<file path="src/rtl/adapter_regwin_pkg.sv">
package adapter_regwin_pkg;
  // window regions, decoded from the two top offset bits
  typedef enum logic [1:0] {
    RGN_CTRL = 2'd0,
    RGN_VIEW = 2'd1,
    RGN_RSVD = 2'd2
  } region_e;

  // control register 0 fields
  localparam int MAP_BIT    = 2;  // 1: controller, 0: ID ROM
  localparam int ROMPG_BIT  = 3;  // ROM page select
  // control register 1 fields
  localparam int RUN_BIT    = 0;  // controller reset release
  localparam int HIPG_BIT   = 1;  // top bit of controller index
  localparam int SPEED_BIT  = 2;  // 16 Mb/s when set
  // control register 7 fields
  localparam int CABLE_BIT  = 0;  // UTP when set

  localparam int REG_MODE0  = 0;
  localparam int REG_MODE1  = 1;
  localparam int REG_MEDIA  = 7;
endpackage

</file>
<file path="src/rtl/adapter_decode.sv">
module adapter_decode
  import adapter_regwin_pkg::*;
#(
  parameter int BANK_AW = 3,
  localparam int WIN_AW = BANK_AW + 2
) (
  input  logic [WIN_AW-1:0] addr,
  output region_e           region,
  output logic [BANK_AW-1:0] idx
);
  always_comb begin
    idx = addr[BANK_AW-1:0];
    unique case (addr[WIN_AW-1:BANK_AW])
      2'b00:   region = RGN_CTRL;
      2'b01:   region = RGN_VIEW;
      default: region = RGN_RSVD;
    endcase
  end
endmodule

</file>
<file path="src/rtl/adapter_ctlregs.sv">
module adapter_ctlregs #(
  parameter int BANK_AW = 3,
  parameter int BW      = 8,
  localparam int NREG   = 1 << BANK_AW
) (
  input  logic                    clk,
  input  logic                    rst,
  input  logic                    wr_en,
  input  logic [BANK_AW-1:0]      wr_idx,
  input  logic [BW-1:0]           wr_data,
  output logic [NREG-1:0][BW-1:0] regs
);
  for (genvar g = 0; g < NREG; g++) begin : g_reg
    always_ff @(posedge clk) begin
      if (rst)
        regs[g] <= '0;
      else if (wr_en && (wr_idx == BANK_AW'(g)))
        regs[g] <= wr_data;
    end
  end
endmodule

</file>
<file path="src/rtl/adapter_idrom.sv">
module adapter_idrom #(
  parameter int          BANK_AW      = 3,
  parameter logic [7:0]  MAKER_ID     = 8'h4D,
  parameter logic [7:0]  CARD_TYPE    = 8'h08,
  parameter logic [7:0]  CARD_REV     = 8'h03,
  parameter logic [47:0] STATION_ADDR = 48'h02A4_1C7E_9B35,
  localparam int         NENT         = 1 << BANK_AW,
  localparam int         ADDR_BYTES   = 6
) (
  input  logic               page,
  input  logic [BANK_AW-1:0] idx,
  input  logic [7:0]         cfg_b0,
  input  logic [7:0]         cfg_b1,
  input  logic [7:0]         cfg_b2,
  output logic [7:0]         data
);
  logic [NENT-1:0][7:0] pg0;
  logic [NENT-1:0][7:0] pg1;

  always_comb begin
    pg0    = '0;
    pg0[0] = MAKER_ID;
    pg0[1] = CARD_TYPE;
    pg0[2] = CARD_REV;
    pg0[3] = cfg_b0;
    pg0[4] = cfg_b1;
    pg0[5] = cfg_b2;
  end

  // page 1: entry 0 empty, then the address bytes, most significant first
  for (genvar g = 0; g < NENT; g++) begin : g_pg1
    if (g >= 1 && g <= ADDR_BYTES) begin : g_addr
      assign pg1[g] = STATION_ADDR[8*(ADDR_BYTES-g) +: 8];
    end else begin : g_zero
      assign pg1[g] = 8'h00;
    end
  end

  assign data = page ? pg1[idx] : pg0[idx];
endmodule

</file>
<file path="src/rtl/adapter_regwin.sv">
module adapter_regwin
  import adapter_regwin_pkg::*;
#(
  parameter int          BANK_AW      = 3,
  parameter int          DW           = 16,
  parameter logic [7:0]  MAKER_ID     = 8'h4D,
  parameter logic [7:0]  CARD_TYPE    = 8'h08,
  parameter logic [7:0]  CARD_REV     = 8'h03,
  parameter logic [47:0] STATION_ADDR = 48'h02A4_1C7E_9B35,
  localparam int         WIN_AW       = BANK_AW + 2,
  localparam int         CIW          = BANK_AW + 1,
  localparam int         NREG         = 1 << BANK_AW,
  localparam int         BW           = 8
) (
  input  logic              clk,
  input  logic              rst,
  input  logic              io_cs,
  input  logic [WIN_AW-1:0] io_addr,
  input  logic              io_rd,
  input  logic              io_wr,
  input  logic              io_word,
  input  logic [DW-1:0]     io_wdata,
  output logic [DW-1:0]     io_rdata,
  input  logic [7:0]        cfg_b0,
  input  logic [7:0]        cfg_b1,
  input  logic [7:0]        cfg_b2,
  output logic [CIW-1:0]    ctl_idx,
  output logic              ctl_rd,
  output logic              ctl_wr,
  output logic              ctl_word,
  output logic [DW-1:0]     ctl_wdata,
  input  logic [DW-1:0]     ctl_rdata,
  output logic              ctl_run,
  output logic              spd_16m,
  output logic              cable_utp
);
  region_e                   region;
  logic [BANK_AW-1:0]        bidx;
  logic [NREG-1:0][BW-1:0]   cregs;
  logic [7:0]                rom_byte;
  logic                      map_ctl;
  logic                      rom_page;
  logic                      hipage;
  logic                      cr_wr;
  logic                      rd_hit;

  adapter_decode #(.BANK_AW(BANK_AW)) u_dec (
    .addr   (io_addr),
    .region (region),
    .idx    (bidx)
  );

  assign cr_wr = io_cs && io_wr && (region == RGN_CTRL);

  adapter_ctlregs #(.BANK_AW(BANK_AW), .BW(BW)) u_regs (
    .clk     (clk),
    .rst     (rst),
    .wr_en   (cr_wr),
    .wr_idx  (bidx),
    .wr_data (io_wdata[BW-1:0]),
    .regs    (cregs)
  );

  assign map_ctl   = cregs[REG_MODE0][MAP_BIT];
  assign rom_page  = cregs[REG_MODE0][ROMPG_BIT];
  assign hipage    = cregs[REG_MODE1][HIPG_BIT];
  assign ctl_run   = cregs[REG_MODE1][RUN_BIT];
  assign spd_16m   = cregs[REG_MODE1][SPEED_BIT];
  assign cable_utp = cregs[REG_MEDIA][CABLE_BIT];

  adapter_idrom #(
    .BANK_AW      (BANK_AW),
    .MAKER_ID     (MAKER_ID),
    .CARD_TYPE    (CARD_TYPE),
    .CARD_REV     (CARD_REV),
    .STATION_ADDR (STATION_ADDR)
  ) u_rom (
    .page   (rom_page),
    .idx    (bidx),
    .cfg_b0 (cfg_b0),
    .cfg_b1 (cfg_b1),
    .cfg_b2 (cfg_b2),
    .data   (rom_byte)
  );

  // controller access strobes, forwarded in the access cycle
  assign ctl_idx   = {hipage, bidx};
  assign ctl_rd    = io_cs && io_rd && (region == RGN_VIEW) && map_ctl;
  assign ctl_wr    = io_cs && io_wr && (region == RGN_VIEW) && map_ctl;
  assign ctl_word  = io_word;
  assign ctl_wdata = io_wdata;

  assign rd_hit = io_cs && io_rd;

  always_ff @(posedge clk) begin
    if (rst) begin
      io_rdata <= '0;
    end else if (rd_hit) begin
      unique case (region)
        RGN_CTRL: io_rdata <= DW'(cregs[bidx]);
        RGN_VIEW: begin
          if (!map_ctl)
            io_rdata <= DW'(rom_byte);
          else if (io_word)
            io_rdata <= ctl_rdata;
          else
            io_rdata <= DW'(ctl_rdata[BW-1:0]);
        end
        default:  io_rdata <= '0;
      endcase
    end
  end
endmodule

</file>
<file path="config.mk">
export PLATFORM = sky130hd
export DESIGN_NAME = adapter_regwin
export DESIGN_NICKNAME = d
export VERILOG_FILES = /design/src/rtl/adapter_regwin_pkg.sv /design/src/rtl/adapter_decode.sv /design/src/rtl/adapter_ctlregs.sv /design/src/rtl/adapter_idrom.sv /design/src/rtl/adapter_regwin.sv
export SDC_FILE = /design/constraint.sdc
export NUM_CORES = 1
export LEC_CHECK = 0
export BUFFER_PORTS_ARGS = -buffer_cell sky130_fd_sc_hd__buf_2
export CAP_MARGIN = 20
export CORE_MARGIN = 2
export CORE_UTILIZATION = 35
export DETAILED_ROUTE_END_ITERATION = 8
export SYNTH_ARGS = -nofsm -noshare
export SYNTH_HDL_FRONTEND = slang
export SYNTH_SLANG_ARGS = --single-unit
</file>
<file path="constraint.sdc">
create_clock -name clk -period 4.45 [get_ports clk]
set_input_delay 0.445 -clock clk [delete_from_list [all_inputs] [get_ports clk]]
set_output_delay 0.445 -clock clk [all_outputs]
set_load 0.03 [all_outputs]
</file>
==> key figures <==
Run status
  – Result of the run: completed

STA
  – Post-layout worst setup margin: 1995 ps
  – Fin. Hold Viols: 0
  – Setup Skew: 7.602 ps
  – Final-report max-slew violation count: 0
  – Final critical path time including I/O delays and setup: 2455 ps
  – Number of setup violations in the final report: 0
  – Unrepaired setup endpoints after global routing: false
  – Worst-margin pin slew: 954.9 ps
  – Crit share post-route: 0.5516
  – Setup_tns: 0 ps
  – Worst relative slew slack: 0.3613
  – Fmax: 407.4 MHz

Global route
  – Global-route usage over all layers: 0.1917
  – Antenna violations before repair: 0
  – Wire length of the first global-routing pass: 19400 um
  – Number of global-route vias before repair: 3727
  – Grt total ovfl: 0
  – Largest net degree at the start of global routing: 82

Clocking
  – Clock latency reported for the late side of the worst-skew pair: 340 ps
  – Clock-pin transition on the worst setup and hold timing paths: 70 ps
  – Post-CTS setup buffer count: 0
  – Clock buffer depth: 2
  – Buffer type at the clock tree root: sky130_fd_sc_hd__clkbuf_16
  – Post-cts hold buffer count: 0
  – # resized after CTS: 0
  – CTS H-tree lvls: 3
  – TritonCTS clock tree: yes
  – Count of clock tree sinks: 80
  – Inserted Clock Buffers: 9

Detailed routing
  – Number of violations reported at the end of detailed-routing iteration 0: 327
  – Final routed wirelength across all metal layers: 11760 um
  – Detailed-route vias per instance: 5.448
  – Final ANT Viol Nets: 0
  – Wire length per cell after detailed routing: 17.04 um
  – Post-route DRC violation count: 0
  – Length of the first detailed-routing pass in iterations: 4
  – Vias after detailed routing: 3759

Yosys
  – Portion of the post-synthesis area used by sequential elements: 0.3891
  – Mapped cell area: 4116 um2
  – Main synth FF type: sky130_fd_sc_hd__dfxtp_1
  – Cell count after synthesis: 502
  – Async S/R FF share, synth: 0
  – Number of flops mapped to enable cells by yosys: 0
  – Flop and latch count out of synthesis: 80
  – Total of warnings raised by yosys: 0
  – Nets in the synthesized netlist: 574
  – Number of library cell types mapped by synthesis: 41
  – Post-Synthesis Mean Instance Area: 8.200 um2

Critical path
  – Critical register-to-register path endpoint: io_rdata[3]
  – Reg2Reg Launch Point: u_regs.regs[3]
  – Worst Path Required: 4630 ps
  – Setup slack, reg-to-reg: 2650 ps
  – Crit. End Element: register
  – Critical Path Fanout Max: 27
  – Critical path startpoint: io_addr[1]
  – Crit start category: primary input
  – R2R cell count: 5
  – Category of the most critical setup path: in2reg
  – Data arrival time of the critical path: 2640 ps

Place
  – Worst setup timing slack at the placement stage: 1657 ps
  – Area after DPL: 4432 um2
  – Count of placed standard cells including taps: 674
  – Final weighted congestion in routability-driven placement: 0.8097
  – Estimated wirelength of the detail-placed design: 8074 um
  – Input/output buffers: 92

Layout
  – Most frequent cells in the layout: 94 x sky130_fd_sc_hd__nand2_1, 92 x sky130_fd_sc_hd__buf_2, 80 x sky130_fd_sc_hd__dfxtp_1
  – Layout cells sized above 1: 0.2450
  – Util after Layout: 0.4131
  – ANT cells: 0
  – Synth-to-Final Area Change: 15.08%
  – Final instance area: 4737 um2
  – Most common cell after layout, fill and taps aside: sky130_fd_sc_hd__nand2_1
  – Final Non-Filler Cells: 690
  – Nets: 614

Die
  – Height of the die: 112.5 um
  – Die Area: 12650 um2
  – I/O pin cnt: 109
  – Effective utilization at floorplan: 0.3590
  – Count of standard-cell rows: 39
  – Die width: 112.5 um
  – Area inside the core boundary: 11470 um2

Power
  – Power density relative to cell area: 346.5 nW/um2
  – Standby leakage power: 1.774 nW
  – Maximum vdd drop: 0.1527 mV

Worst hold path
  – Cell count of the worst hold path: 3
  – Class of the tightest hold or removal check: in2reg
  – End point of the worst hold path: io_rdata[10]
  – Hold path startpoint: ctl_rdata[10]

Job
  – Total of max-cap violations: 0
cells in the mapped netlist, types with 3 or more instances:
cell type,instances,share of area
sky130_fd_sc_hd__mux2_2,4,0.011
sky130_fd_sc_hd__buf_4,22,0.040
sky130_fd_sc_hd__a22oi_1,8,0.015
sky130_fd_sc_hd__a221oi_1,5,0.011
sky130_fd_sc_hd__inv_1,3,0.0027
sky130_fd_sc_hd__ha_1,5,0.015
sky130_fd_sc_hd__nor3_1,6,0.0073
sky130_fd_sc_hd__nand3_1,65,0.079
sky130_fd_sc_hd__a211oi_1,6,0.011
sky130_fd_sc_hd__a21oi_1,74,0.090
sky130_fd_sc_hd__nor2_1,17,0.016
sky130_fd_sc_hd__mux2i_1,17,0.041
sky130_fd_sc_hd__o21ai_0,8,0.0097
sky130_fd_sc_hd__dfxtp_1,80,0.39
sky130_fd_sc_hd__nand2_1,94,0.086
sky130_fd_sc_hd__mux4_2,13,0.071
sky130_fd_sc_hd__buf_1,9,0.0082
sky130_fd_sc_hd__clkbuf_1,23,0.021
sky130_fd_sc_hd__buf_2,12,0.015
sky130_fd_sc_hd__o21ai_1,3,0.0036
logic make-up after synthesis:
| group | count (synthesis) | synth area share |
|---|---|---|
| AND/OR/NAND/NOR | 196 | 0.2146 |
| buffers and inverters | 72 | 0.09301 |
| flip-flops | 80 | 0.3891 |
| multiplexers | 36 | 0.1298 |
| adder cells (fa/ha/maj) | 5 | 0.01520 |
| AO/OA/AOI/OAI | 113 | 0.1584 |
metal layers:
layer  vias up  part of all wire  track usage
met3        16             0.074      0.04698
met5         -                 0            0
met2       143              0.46       0.2980
met4         0             0.015      0.05935
met1      1769              0.45       0.2641
li1       1831                 -            -
metrics by stage:
stage                     power (mW)  hold WS (ps)
final                          1.641         340.0
after global routing           1.704         342.2
after CTS                      1.652         336.7
after detailed placement      0.9059         444.0
after global placement        0.9047         440.1
after floorplan               0.8676         433.1
registers in the layout, summed over array words and instances, names as in the netlist:
signal,count
io_rdata,16
u_regs.regs,64
worst max-delay path by stage:
stage                                 end  slack (ps)  cells past startpoint
after global placement        io_rdata[5]        1710                      7
after detailed placement  u_regs.regs[12]        1660                      6
final                         io_rdata[7]        2000                      7
after CTS                 u_regs.regs[28]        2010                      6
after floorplan               io_rdata[5]        2350                     10
after global routing          io_rdata[7]        1760                      7
cell type report:
type | count | area (um2)
fill | 1175 | 6730
clock inverter | 7 | 80.08
multi-input combinational | 350 | 2138
inverter | 4 | 15.01
clock buffer | 9 | 225.2
sequential | 80 | 1602
tap | 143 | 178.9
timing repair buffer | 97 | 498.0
critical path, cell delays in order:
cell and delay [ps]:
sky130_fd_sc_hd__buf_2 470, sky130_fd_sc_hd__inv_1 240, sky130_fd_sc_hd__ha_1 560, sky130_fd_sc_hd__mux2i_1 290
sky130_fd_sc_hd__a211oi_1 100, sky130_fd_sc_hd__a2111oi_0 390, sky130_fd_sc_hd__nor3_1 100
power by group:
group | leakage [nW] | internal [mW] | total [mW] | switching, mW
clock network | 0.142 | 0.439 | 0.751 | 0.312
logic | 0.987 | 0.0556 | 0.166 | 0.111
registers | 0.645 | 0.721 | 0.724 | 0.00269
total | 1.77 | 1.22 | 1.64 | 0.425
Power figures use the tool's default switching activity.
